## src/rtl/cm_block_prog.sv

```systemverilog
module cm_block_prog #(
  parameter int AW        = 8,
  parameter int DW        = 16,
  parameter int FRAME_LEN = 1024
) (
  input  logic          clk,
  input  logic          rst_n,
  input  logic          cr_we,
  input  logic [15:0]   cr_wdata,
  output logic [15:0]   cr_rdata,
  input  logic          frame_pulse,
  input  logic          up_req,
  input  logic [AW-1:0] up_addr,
  input  logic [DW-1:0] up_wdata,
  output logic          up_busy,
  output logic          cm_we,
  output logic [AW-1:0] cm_addr,
  output logic [DW-1:0] cm_wdata,
  output logic          done
);
  localparam int ARM_BIT   = 11;
  localparam int START_BIT = 6;
  localparam int PAT_LO    = 7;
  localparam int PAT_W     = 3;
  localparam logic [AW-1:0] LAST = {AW{1'b1}};

  if ((2 ** AW) > FRAME_LEN) begin : g_len_chk
    $error("sweep longer than one frame");
  end

  typedef enum logic [1:0] {IDLE, WAIT, SWEEP} phase_t;

  phase_t          phase;
  logic [AW-1:0]   cnt;
  logic [15:0]     cr;
  logic            start_edge;

  assign start_edge = cr_we && !cr[START_BIT] && cr_wdata[START_BIT] && cr_wdata[ARM_BIT];

  always_ff @(posedge clk or negedge rst_n) begin
    if (!rst_n) begin
      phase <= IDLE;
      cnt   <= '0;
      cr    <= '0;
      done  <= 1'b0;
    end else begin
      done <= 1'b0;
      case (phase)
        IDLE: if (cr_we) begin
          cr <= cr_wdata;
          if (start_edge) phase <= WAIT;
        end
        WAIT: if (frame_pulse) begin
          phase <= SWEEP;
          cnt   <= '0;
        end
        default: begin
          cnt <= cnt + 1'b1;
          if (cnt == LAST) begin
            phase         <= IDLE;
            cr[START_BIT] <= 1'b0;
            done          <= 1'b1;
          end
        end
      endcase
    end
  end

  assign cr_rdata = cr;
  assign up_busy  = (phase != IDLE);
  assign cm_we    = (phase == SWEEP) || (up_req && !up_busy);
  assign cm_addr  = (phase == SWEEP) ? cnt : up_addr;
  assign cm_wdata = (phase == SWEEP) ? {cr[PAT_LO +: PAT_W], {(DW-PAT_W){1'b0}}} : up_wdata;
endmodule


```

## config.mk

```make
export PLATFORM = sky130hd
export DESIGN_NAME = cm_block_prog
export DESIGN_NICKNAME = d
export VERILOG_FILES = /design/src/rtl/cm_block_prog.sv
export SDC_FILE = /design/constraint.sdc
export NUM_CORES = 1
export LEC_CHECK = 0
export BUFFER_PORTS_ARGS = -buffer_cell sky130_fd_sc_hd__buf_2
export CAP_MARGIN = 20
export CORE_MARGIN = 2
export CORE_UTILIZATION = 40
export CTS_CLUSTER_SIZE = 8
export DETAILED_ROUTE_END_ITERATION = 10
export GPL_TIMING_DRIVEN = 0
export PLACE_DENSITY = 0.75
export SLEW_MARGIN = 10
export SYNTH_ARGS = -nofsm -noshare
export SYNTH_HDL_FRONTEND = slang
export SYNTH_SLANG_ARGS = --single-unit
```

## constraint.sdc

```tcl
create_clock -name clk -period 2.3 [get_ports clk]
set_clock_uncertainty 0.05 [all_clocks]
set_input_delay 0.345 -clock clk [delete_from_list [all_inputs] [get_ports clk]]
set_output_delay 0.345 -clock clk [all_outputs]
set_load 0.02 [all_outputs]
```

==> impl_metrics.env <==
export IMPL_drtIter0Drc=8
export IMPL_initial_utilization_pct=42.5
export IMPL_synth_edf_count=0
export IMPL_routedWlPerCell_um=12.1
export IMPL_max_stage_delay_ps=350
export IMPL_required_ps=1900
export IMPL_wl_um=3180
export IMPL_clockBufferDepth=2
export IMPL_slew_headroom_pct=59.8
export IMPL_hold_violations=0
export IMPL_rsz0062_at_grt="false"
export IMPL_syn_num_nets=171
export IMPL_hpwlAfterDp_um=2530
export IMPL_min_path_cells=2
export IMPL_post_cts_buffers=0
export IMPL_core_mm2=0.00339
export IMPL_grt_overflow_total=0
export IMPL_n_fill_cell=308
export IMPL_drcViolationCount=0
export IMPL_clock_root_buffer="clkbuf_4"
export IMPL_fp_dieH_um=64.0
export IMPL_slowest_stage="dfrtp_1"
export IMPL_layout_commonest_cell="buf_2"
export IMPL_vias=1253
export IMPL_synth_area_mm2=0.00144
export IMPL_avgViaCountPerCell=4.76
export IMPL_critPathArrivalTime_ps=1750
export IMPL_drtAntennaViolNets=0
export IMPL_fin_crit_sh_pct=93.2
export IMPL_reg2reg_depth=4
export IMPL_critPathMaxFanout=10
export IMPL_drive_gt1_share_pct=56.7
export IMPL_status="completed"
export IMPL_ys_ff_latch=27
export IMPL_syn_area_per_cell_um2=11.5
export IMPL_grt_pass1_vias=1282
export IMPL_clk_latency_ps=310
export IMPL_max_freq_ghz=0.467
export IMPL_cts_buffers=3
export IMPL_syn2layout_area_growth_pct=37.4
export IMPL_ys_types=31
export IMPL_cts_clk_slew_worst_paths_ps=140
export IMPL_grt_first_pass_wirelength_um=5400
export IMPL_cp_start_kind="flop"
export IMPL_row_count=21
export IMPL_dieArea_mm2=0.00409
export IMPL_drv_cap=0
export IMPL_numPortBuffers=87
export IMPL_whs_ps=196
export IMPL_powerDensity_mw_per_mm2=1410
export IMPL_tns_ps=0
export IMPL_worst_pin_slew_ps=603
export IMPL_async_flop_share_pct=100
export IMPL_clock_sinks=27
export IMPL_cp_cell_sequence="buf_4 -> nand2b_1 -> clkbuf_4 -> buf_6 -> mux2_2 -> buf_2"
export IMPL_synth_flop_cell="dfrtp_1"
export IMPL_nets=264
export IMPL_ys_seq_area_share_pct=47.0
export IMPL_gp_congestion=0.740
export IMPL_crit_type="flop to primary output"
export IMPL_drv_slew=0
export IMPL_layout_min_cycle_time_ps=2140
export IMPL_endpoint_kind="primary output"
export IMPL_die_x_um=64.0
export IMPL_grt_start_max_net_pins=28
export IMPL_syn_inst=125
export IMPL_min_path_type="input pin to flop"
export IMPL_num_antenna_cells=0
export IMPL_antenna_found_initial=0
export IMPL_finalPower_w=0.00278
export IMPL_ir_drop_v=0.000699
export IMPL_layout_common_cells="buf_2 (87), dfrtp_1 (27), mux2_2 (17)"
export IMPL_cts_tree="done"
export IMPL_drt_pass1_iter_count=4
export IMPL_groute_usage_overall_pct=16.4
export IMPL_yosysWarnings=0
export IMPL_p_leak_nw=1.03
export IMPL_ctsHtreeMaxLevel=1
export IMPL_setup_viol=0
export IMPL_num_io_pins=88
==> state kept, by name, indices dropped and copies added (netlist names) <==
name,count
cnt,8
cr_rdata,16
done,1
phase,2
==> final timing paths <==
check | from | end | slack (ps)
worst max-delay path | phase[0] | cm_wdata[13] | 160
worst min-delay path | cr_wdata[14] | cr_rdata[14] | 200
worst max register to register | phase[0] | cr_rdata[4] | 590
worst min register to register | cr_rdata[4] | cr_rdata[4] | 470
max in group asynchronous | rst_n | cr_rdata[7] | 1290
min in group asynchronous | rst_n | done | 520
==> report_power, final <==
part           switching, W  total (W)  leakage (nW)  internal (W)
registers          0.000158   0.000849         0.325      0.000692
logic              0.000965    0.00174         0.686      0.000771
clock network      0.000130   0.000198        0.0150     0.0000677
==> cell usage after synthesis, types with 2 or more instances <==
| cell | instances | area share [%] |
|---|---|---|
| o21ai_0 | 7 | 2.4 |
| buf_2 | 2 | 0.70 |
| clkbuf_1 | 2 | 0.52 |
| mux2_4 | 8 | 8.3 |
| mux2_2 | 17 | 13 |
| buf_6 | 2 | 1.6 |
| o211ai_1 | 2 | 1.0 |
| xor2_1 | 2 | 1.2 |
| dfrtp_1 | 27 | 47 |
| nand3_1 | 3 | 1.0 |
| and2_1 | 13 | 5.7 |
| nand2b_1 | 3 | 1.3 |
| inv_1 | 2 | 0.52 |
| nor2_1 | 3 | 0.78 |
| mux2i_1 | 3 | 2.1 |
| nand2_1 | 14 | 3.7 |
==> kinds of logic (layout without fill, tap and decap cells) <==
family	after synthesis	count (layout)	share of synthesized area, %
AND/OR/NAND/NOR	45	45	17.7
adder cells (fa/ha/maj)	1	1	0.869
multiplexers	28	28	23.7
AO/OA/AOI/OAI	13	13	5.65
XOR/XNOR	2	2	1.22
buffers and inverters	9	101	3.83
flip-flops	27	27	47.0
==> per-stage QoR <==
step	instance area (um2)	cells	util, %	worst slack, ps
final	1980	263	58.3	157
after global routing	1980	263	58.3	41.7
after CTS	1970	263	58.1	3.64
after detailed placement	1930	258	57.0	380
after global placement	1930	258	57.0	398
after floorplan	1440	125	-	483
==> routing by layer <==
layer	up-vias	global-route usage [%]	part of all wire [%]
met5	-	0	0
met4	0	4.08	0.22
met3	2	3.35	8.7
met2	55	29.6	49
met1	580	19.7	42
li1	616	-	-
==> worst max-delay path, delay by kind of cell, from the launching register on <==
kind                   cells  cell delay (ps)
buffers and inverters      4              650
flip-flops                 1              350
multiplexers               1              330
AND/OR/NAND/NOR            1              110
==> final cells by class <==
type / count / area, um2 / share of cell area [%]
multi-input cells: 89 / 708 / 35.8
flip-flops and latches: 27 / 676 / 34.2
repair buffers: 88 / 445 / 22.5
well taps: 46 / 57.6 / 2.91
plain buffers: 7 / 56.3 / 2.85
clock buffers: 4 / 26.3 / 1.33
inverters: 2 / 7.51 / 0.380
==> repair_timing <==
action / CTS / global route
resized for setup: 0 / 4
hold buffers: 1 / 0
setup endpoints to repair: 0 / 5
endpoints found under the hold margin: 27 / 0
(Power assumes the default switching activity.)
